File: src/rtl/wdog_pkg.sv
package wdog_pkg;

  // Control byte layout; field positions are decoded by the counter and pins.
  typedef struct packed {
    logic       spare;     // bit 7: stored only
    logic       nmi_edge;  // bit 6
    logic       nmi_en;    // bit 5
    logic       hold;      // bit 4
    logic       mode_iv;   // bit 3: 1 = interval mode
    logic       restart;   // bit 2: write-only clear
    logic [1:0] sel;       // bits 1:0: interval select
  } ctrl_t;

  localparam logic [7:0] RESTART_MASK = 8'hFB;

endpackage

File: src/rtl/wdog_keyport.sv
module wdog_keyport #(
  parameter logic [7:0] KEY_BYTE = 8'h5A
) (
  input  logic        wr_valid,
  input  logic [15:0] wr_data,
  input  logic        busy_i,
  output logic        wr_ready,
  output logic        accept_o,
  output logic        bad_o,
  output wdog_pkg::ctrl_t byte_o
);

  logic take;

  assign wr_ready = !busy_i;
  assign take     = wr_valid && !busy_i;
  assign accept_o = take && (wr_data[15:8] == KEY_BYTE);
  assign bad_o    = take && (wr_data[15:8] != KEY_BYTE);
  assign byte_o   = wdog_pkg::ctrl_t'(wr_data[7:0]);

endmodule

File: src/rtl/wdog_counter.sv
module wdog_counter #(
  parameter int unsigned CNT_W = 16,
  parameter int unsigned TAP_A = 15,
  parameter int unsigned TAP_B = 13,
  parameter int unsigned TAP_C = 9,
  parameter int unsigned TAP_D = 6
) (
  input  logic       clk,
  input  logic       rst_n,
  input  logic       clr_i,
  input  logic       hold_i,
  input  logic [1:0] sel_i,
  output logic       expire_o
);

  localparam int unsigned NTAP = 4;
  localparam int unsigned TAPS [NTAP] = '{TAP_A, TAP_B, TAP_C, TAP_D};

  logic [CNT_W-1:0] cnt_q;
  logic [NTAP-1:0]  hit;

  // A tap fires when all bits below it are ones: 2^T cycles from zero.
  for (genvar gi = 0; gi < NTAP; gi++) begin : g_tap
    assign hit[gi] = &cnt_q[TAPS[gi]-1:0];
  end

  assign expire_o = !hold_i && hit[sel_i];

  always_ff @(posedge clk or negedge rst_n) begin
    if (!rst_n)         cnt_q <= '0;
    else if (clr_i)     cnt_q <= '0;
    else if (expire_o)  cnt_q <= '0;
    else if (!hold_i)   cnt_q <= cnt_q + 1'b1;
  end

  assert_clear_R4: assert property (@(posedge clk) disable iff (!rst_n)
    clr_i |=> (cnt_q == '0));

  assert_hold_R5: assert property (@(posedge clk) disable iff (!rst_n)
    (hold_i && !clr_i) |=> $stable(cnt_q));

endmodule

File: src/rtl/wdog_guard.sv
module wdog_guard #(
  parameter int unsigned CNT_W    = 16,
  parameter logic [7:0]  KEY_BYTE = 8'h5A,
  parameter logic [7:0]  SIG_BYTE = 8'h69,
  parameter int unsigned TAP_A    = 15,
  parameter int unsigned TAP_B    = 13,
  parameter int unsigned TAP_C    = 9,
  parameter int unsigned TAP_D    = 6
) (
  input  logic        clk,
  input  logic        rst_n,
  input  logic        wr_valid,
  output logic        wr_ready,
  input  logic [15:0] wr_data,
  output logic [15:0] rd_data,
  input  logic        irq_ack,
  output logic        irq_o,
  output logic        sys_rst_o,
  output logic        nmi_en_o,
  output logic        nmi_edge_o,
  output logic        cause_key_o,
  output logic        cause_expire_o
);

  import wdog_pkg::*;

  ctrl_t ctrl_q, wr_byte;
  logic  pulse_q, irq_q, ck_q, ce_q;
  logic  accept, bad, expire, wd_fire, iv_fire, cnt_clr;

  wdog_keyport #(.KEY_BYTE(KEY_BYTE)) u_key (
    .wr_valid (wr_valid),
    .wr_data  (wr_data),
    .busy_i   (pulse_q),
    .wr_ready (wr_ready),
    .accept_o (accept),
    .bad_o    (bad),
    .byte_o   (wr_byte)
  );

  assign cnt_clr = (accept && wr_byte.restart) || pulse_q;

  wdog_counter #(
    .CNT_W(CNT_W), .TAP_A(TAP_A), .TAP_B(TAP_B), .TAP_C(TAP_C), .TAP_D(TAP_D)
  ) u_cnt (
    .clk      (clk),
    .rst_n    (rst_n),
    .clr_i    (cnt_clr),
    .hold_i   (ctrl_q.hold),
    .sel_i    (ctrl_q.sel),
    .expire_o (expire)
  );

  assign wd_fire = expire && !ctrl_q.mode_iv && !pulse_q;
  assign iv_fire = expire &&  ctrl_q.mode_iv && !pulse_q;

  always_ff @(posedge clk or negedge rst_n) begin
    if (!rst_n) begin
      ctrl_q  <= '0;
      pulse_q <= 1'b0;
      irq_q   <= 1'b0;
      ck_q    <= 1'b0;
      ce_q    <= 1'b0;
    end else begin
      pulse_q <= !pulse_q && (bad || wd_fire);
      ck_q    <= ck_q || bad;
      ce_q    <= ce_q || wd_fire;
      if (pulse_q)      ctrl_q <= '0;
      else if (accept)  ctrl_q <= ctrl_t'(wr_byte & RESTART_MASK);
      if (pulse_q)      irq_q <= 1'b0;
      else if (iv_fire) irq_q <= 1'b1;
      else if (irq_ack) irq_q <= 1'b0;
    end
  end

  assign rd_data        = {SIG_BYTE, ctrl_q};
  assign irq_o          = irq_q;
  assign sys_rst_o      = pulse_q;
  assign nmi_en_o       = ctrl_q.nmi_en;
  assign nmi_edge_o     = ctrl_q.nmi_edge;
  assign cause_key_o    = ck_q;
  assign cause_expire_o = ce_q;

  assert_store_R1: assert property (@(posedge clk) disable iff (!rst_n)
    (wr_valid && wr_ready && wr_data[15:8] == KEY_BYTE)
      |=> (rd_data[7:0] == ($past(wr_data[7:0]) & RESTART_MASK)));

  assert_bad_key_R2: assert property (@(posedge clk) disable iff (!rst_n)
    (wr_valid && wr_ready && wr_data[15:8] != KEY_BYTE) |=> sys_rst_o);

  assert_single_pulse_R9: assert property (@(posedge clk) disable iff (!rst_n)
    sys_rst_o |=> !sys_rst_o);

  assert_ctrl_zero_R9: assert property (@(posedge clk) disable iff (!rst_n)
    sys_rst_o |=> (rd_data[7:0] == 8'h00));

  assert_ready_low_R11: assert property (@(posedge clk) disable iff (!rst_n)
    sys_rst_o |-> !wr_ready);

  assert_sticky_key_R11: assert property (@(posedge clk) disable iff (!rst_n)
    cause_key_o |=> cause_key_o);

  assert_sticky_exp_R11: assert property (@(posedge clk) disable iff (!rst_n)
    cause_expire_o |=> cause_expire_o);

endmodule

File: config.mk
export PLATFORM = sky130hd
export DESIGN_NAME = wdog_guard
export DESIGN_NICKNAME = d
export VERILOG_FILES = /design/src/rtl/wdog_pkg.sv /design/src/rtl/wdog_keyport.sv /design/src/rtl/wdog_counter.sv /design/src/rtl/wdog_guard.sv
export SDC_FILE = /design/constraint.sdc
export NUM_CORES = 1
export LEC_CHECK = 0
export ABC_CLOCK_PERIOD_IN_PS = 6400
export BUFFER_PORTS_ARGS = -buffer_cell sky130_fd_sc_hd__buf_2
export CAP_MARGIN = 25
export CORE_MARGIN = 2
export CORE_UTILIZATION = 45
export CTS_CLUSTER_DIAMETER = 80
export CTS_CLUSTER_SIZE = 10
export DETAILED_ROUTE_END_ITERATION = 6
export PLACE_DENSITY_LB_ADDON = 0.2
export SYNTH_ARGS = -nofsm -noshare
export SYNTH_HDL_FRONTEND = slang
export SYNTH_SLANG_ARGS = --single-unit
File: constraint.sdc
create_clock -name clk -period 6.4 [get_ports clk]
set_input_delay 0.32 -clock clk [delete_from_list [all_inputs] [get_ports clk]]
set_output_delay 0.32 -clock clk [all_outputs]
set_load 0.05 [all_outputs]
Word-level counts from Yosys, hierarchy flattened --
Index checks and enable logic that the tools add are counted.
Operators by class: $lt $le $gt $ge 1, mux-type cells 10, reductions and logical operators 23, add/subtract/negate cells 1, equal/unequal tests 3
Operators with widths (count):
- 16-bit 2-to-1 mux | 3
- 16-bit by 1-bit adder with 16-bit output (second input constant) | 1
- 8-bit 2-to-1 mux | 2
- 15-bit AND reduction | 1
- 13-bit AND reduction | 1
- 1-bit logical AND | 10
- 9-bit AND reduction | 1
- 8-bit by 7-bit equality test with 1-bit output (second input constant) | 1
- 8-bit by 7-bit inequality test with 1-bit output (second input constant) | 1
- 6-bit AND reduction | 1
- 1-bit logical OR | 4
- 1-bit 2-to-1 mux | 4
- 1-bit logical NOT | 3
- 2-bit by 3-bit < comparator with 1-bit output (second input constant) | 1
- 3-bit by 1-bit inequality test with 1-bit output (second input constant) | 1
- 3-bit nonzero test | 1
- 1-bit binary-select mux with 2-bit select | 1
- 2-bit nonzero test | 1
Word-level totals: register bits 28, output and inout bits 23, logic and storage cells 50

Longest topological paths before layout --
depth after elaboration 8, depth in mapped cells 13

Hierarchy --
From an unflattened synthesis, not the netlist that was laid out.
Unflattened totals: cell total of the unflattened synthesis 167, area, all modules 1577.8 µm²
Modules (own cells, without submodules):
- wdog_counter | area each 939.7 µm², cells an instance 104, sequential area each 375.4 µm², times used 1
- wdog_guard | area each 529.3 µm², cells an instance 49, sequential area each 275.3 µm², times used 1
- wdog_keyport | area each 108.9 µm², cells an instance 14, sequential area each 0.0 µm², times used 1

Worst setup path before layout --
OpenSTA, ideal clock, no wires.
kind register to register, start register u_cnt.cnt_q[0], end register u_cnt.cnt_q[14], period minus slack after synthesis 2.376 ns, path buffers 3, slack 4.024 ns, data required time 6.331 ns, arrival 2.307 ns, setup time 0.069 ns, stages on the path, launching flop included 14, cell sequence dfrtp_1 > ha_1 > nand2_1 > or2_1 > buf_2 > nor2_1 > ha_1 > inv_1 > o22ai_1 > and3b_4 > or4_4 > buf_6 > buf_12 > nor2_4
On the way: longest elaborated chain between the ends 6, elaborated cells on any way between the ends 12, those cells by class 1 x add/sub; 1 x eq/ne; 5 x mux; 5 x reduce/logical
Ends and longest elaborated chain:
- from (decl) | line wdog_counter.sv:19 | logic [CNT_W-1:0] cnt_q;
- from (signal assigned) | line wdog_counter.sv:33 | else if (!hold_i) cnt_q <= cnt_q + 1'b1;
- parallel branches: the longest is 6 deep, another holds 16-bit by 1-bit adder with 16-bit output
Several ways; the timed one is not identified. The select of a mux whose other input is x is not followed. A chain may end at the register's enable or synchronous reset.

Final worst setup path --
start register u_cnt.cnt_q[0], end register u_cnt.cnt_q[11]
The elaborated chain is that of the path after synthesis.

==> impl_metrics.json <==
{
  "ir_worst_vdd_mv": 0.0978,
  "finalSetupViolations": 0,
  "syn-instance-count": 150,
  "hold_ws_ns": 0.215,
  "hold_violations": 0,
  "powerDensity_nw_per_um2": 191,
  "drc_errors": 0,
  "fp.dieH_um": 62,
  "syn_to_final_growth_pct": 10.6,
  "clock.fmax_ghz": 0.383,
  "drtIter0Drc": 48,
  "syn_area_per_cell_sq_um": 10.1,
  "dp_cells": 219,
  "grt_overflow": 0,
  "grt_pass1_wl_mm": 4.44,
  "gp_congestion": 0.792,
  "maxSlewHeadroom": 0.536,
  "cts_resized": 0,
  "reg2reg_depth": 10,
  "clk_latency_ns": 0.32,
  "die_area_sq_um": 3840,
  "synthAdderAreaFrac": 0.0165,
  "io-pin-count": 43,
  "rows": 21,
  "arrival_ns": 2.85,
  "startpoint_type": "register",
  "cts_buffer_depth": 2,
  "fin_crit_sh": 0.408,
  "postCtsSetupBuffers": 0,
  "synth_xor_xnor_area_share": 0.0694,
  "numPortBuffers": 33,
  "leakagePower_uw": 0.000753,
  "synthMuxAreaShare": 0.00661,
  "fin_tns_setup_ns": 0,
  "cts_tree": "built",
  "worstPathRequired_ns": 6.64,
  "netlist_area_sq_um": 1510,
  "first_pass_iters": 4,
  "hp-class": "input port to register",
  "tightest_slew_ns": 0.696,
  "antenna_found_initial": 0,
  "drt-wirelength-per-cell_um": 12.0,
  "first_global_vias": 1031,
  "antennaDiodeCount": 0,
  "period_needed_ns": 2.61,
  "worstPathMaxFanout": 15,
  "clock_skew_ns": 0.00420,
  "synth-main-ff-cell": "dfrtp_1",
  "end_kind": "register",
  "die_w_um": 62,
  "synth-edff-count": 0,
  "grt_max_degree": 27,
  "final_cells": 224,
  "clk_pin_slew_worst_paths_ns": 0.14,
  "worst-setup-path-type": "register to register",
  "yosys.area_share.simple": 0.277,
  "yosysWarningCount": 0,
  "synth-async-reset-ratio": 1.00,
  "cts-root-buf": "clkbuf_4",
  "layout.nets": 201,
  "post-route-cell-area_sq_um": 1670,
  "htreeDepth": 1,
  "cap_violations": 0,
  "drive_gt1_frac": 0.320,
  "vias": 1091,
  "placed_cell_area_sq_um": 1630,
  "grt_setup_unrepaired": "no",
  "grt_util_all_layers": 0.156,
  "wirelength_mm": 2.70,
  "cts_sinks": 26,
  "cts_buffers": 3,
  "synth_top_family_by_area": "simple AND/OR/NAND/NOR gates",
  "min_path_cells": 3,
  "ant_nets": 0,
  "status": "completed",
  "viasPerCell": 4.87,
  "yosysSeqAreaShare": 0.430,
  "drv_slew": 0,
  "dp_hpwl_mm": 2.04,
  "n_fill_cell": 322,
  "synth_compound_area_frac": 0.0818,
  "ys_types": 38,
  "start_util": 0.461,
  "core-area_sq_um": 3280,
  "ys_ff_latch": 26
}
==> final cells by class <==
type                    count  area, sq um  area share
clock buffers               4         36.3      0.0217
repair buffers             34          175       0.105
flip-flops and latches     26          651       0.389
multi-input cells         104          717       0.428
inverters                  10         37.5      0.0224
well taps                  46         57.6      0.0344
==> worst max-delay path, cell delays in order, from the launching register on <==
cell and delay, ns:
dfrtp_1 0.44, ha_1 0.24, nand2_1 0.09, or2_1 0.23, nor2_1 0.08, ha_1 0.18
inv_1 0.05, o22ai_1 0.07, and3b_4 0.20, or4_4 0.71, o31ai_2 0.26
==> placed cells by master (no fill, tap or decap), drive strengths merged, types with 2 or more instances in the layout <==
cell,count
buf,33
dfrtp,26
nor2,17
xnor2,12
nand2,10
nand3,10
inv,9
o21ai,9
conb,9
a21oi,4
nand2b,4
clkbuf,4
nor4,3
nor3,3
nand4,2
o21bai,2
and4bb,2
nor3b,2
nor4b,2
ha,2
==> what timing repair did <==
item,4_1_cts,5_1_grt
hold buffers,1,0
hold endpoints to repair,26,0
setup endpoints to repair,0,0
==> report_power, final <==
group          switching, uW  internal (uW)  total [uW]
clock network           49.4           34.8        84.2
registers               8.16            172         180
logic                   38.1           17.9        56.1
==> logic make-up (layout without fill, tap and decap cells) <==
| group | after synthesis | after routing |
|---|---|---|
| and+or+nand+nor | 61 | 61 |
| DFF | 26 | 26 |
| AOI/OAI and AO/OA | 19 | 19 |
| xor gates and xnor gates | 12 | 12 |
| muxes | 1 | 1 |
| other | 2 | 9 |
| adders and majority gates | 2 | 2 |
| buffers and inverters | 27 | 48 |
==> through the flow <==
step                      power (uW)  utilization  worst slack, ns
final                            320        0.510             3.79
after CTS                        323        0.510             3.78
after detailed placement         239        0.496             3.82
after global placement           237        0.496             3.88
after floorplan                  230            -             4.02
after global routing             336        0.510             3.62
==> cell usage after synthesis, types with 2 or more instances <==
master	n	area [sq um]
a21oi_1	4	20.0
conb_1	2	7.51
nor2_1	7	26.3
buf_4	12	90.1
nor4_1	3	18.8
o21bai_1	2	15.0
nor4b_1	2	17.5
inv_1	9	33.8
nand3_1	9	45.0
ha_1	2	25.0
nor3b_1	2	15.0
nor2_4	10	113
buf_2	2	10.0
nand2b_1	4	25.0
nand2_1	10	37.5
xnor2_1	12	105
and4bb_2	2	25.0
nand4_1	2	12.5
o21ai_0	9	45.0
dfrtp_1	26	651
nor3_1	2	10.0
==> metal layers <==
metal / wire [um] / vias to the layer above / GRT usage
met5: 0 / - / 0
met4: 19 / 0 / 0.0456
met3: 107 / 2 / 0.0331
met2: 1340 / 25 / 0.259
met1: 1230 / 523 / 0.204
li1: - / 541 / -
==> registers in the layout, summed over array words and instances (netlist names) <==
name and cells:
rd_data 5, nmi_en_o 1, nmi_edge_o 1, cause_key_o 1, u_cnt.cnt_q 15, cause_expire_o 1
sys_rst_o 1, irq_o 1
==> worst paths after layout <==
kind                                      from               to  slack (ns)
worst max-delay path            u_cnt.cnt_q[0]  u_cnt.cnt_q[11]        3.79
worst min-delay path                wr_data[4]       rd_data[4]        0.22
worst max register to register  u_cnt.cnt_q[0]  u_cnt.cnt_q[11]        3.79
worst min register to register     cause_key_o      cause_key_o        0.49
max in group asynchronous                rst_n  u_cnt.cnt_q[14]        5.53
min in group asynchronous                rst_n   u_cnt.cnt_q[7]        0.50
(Power assumes the default switching activity.)
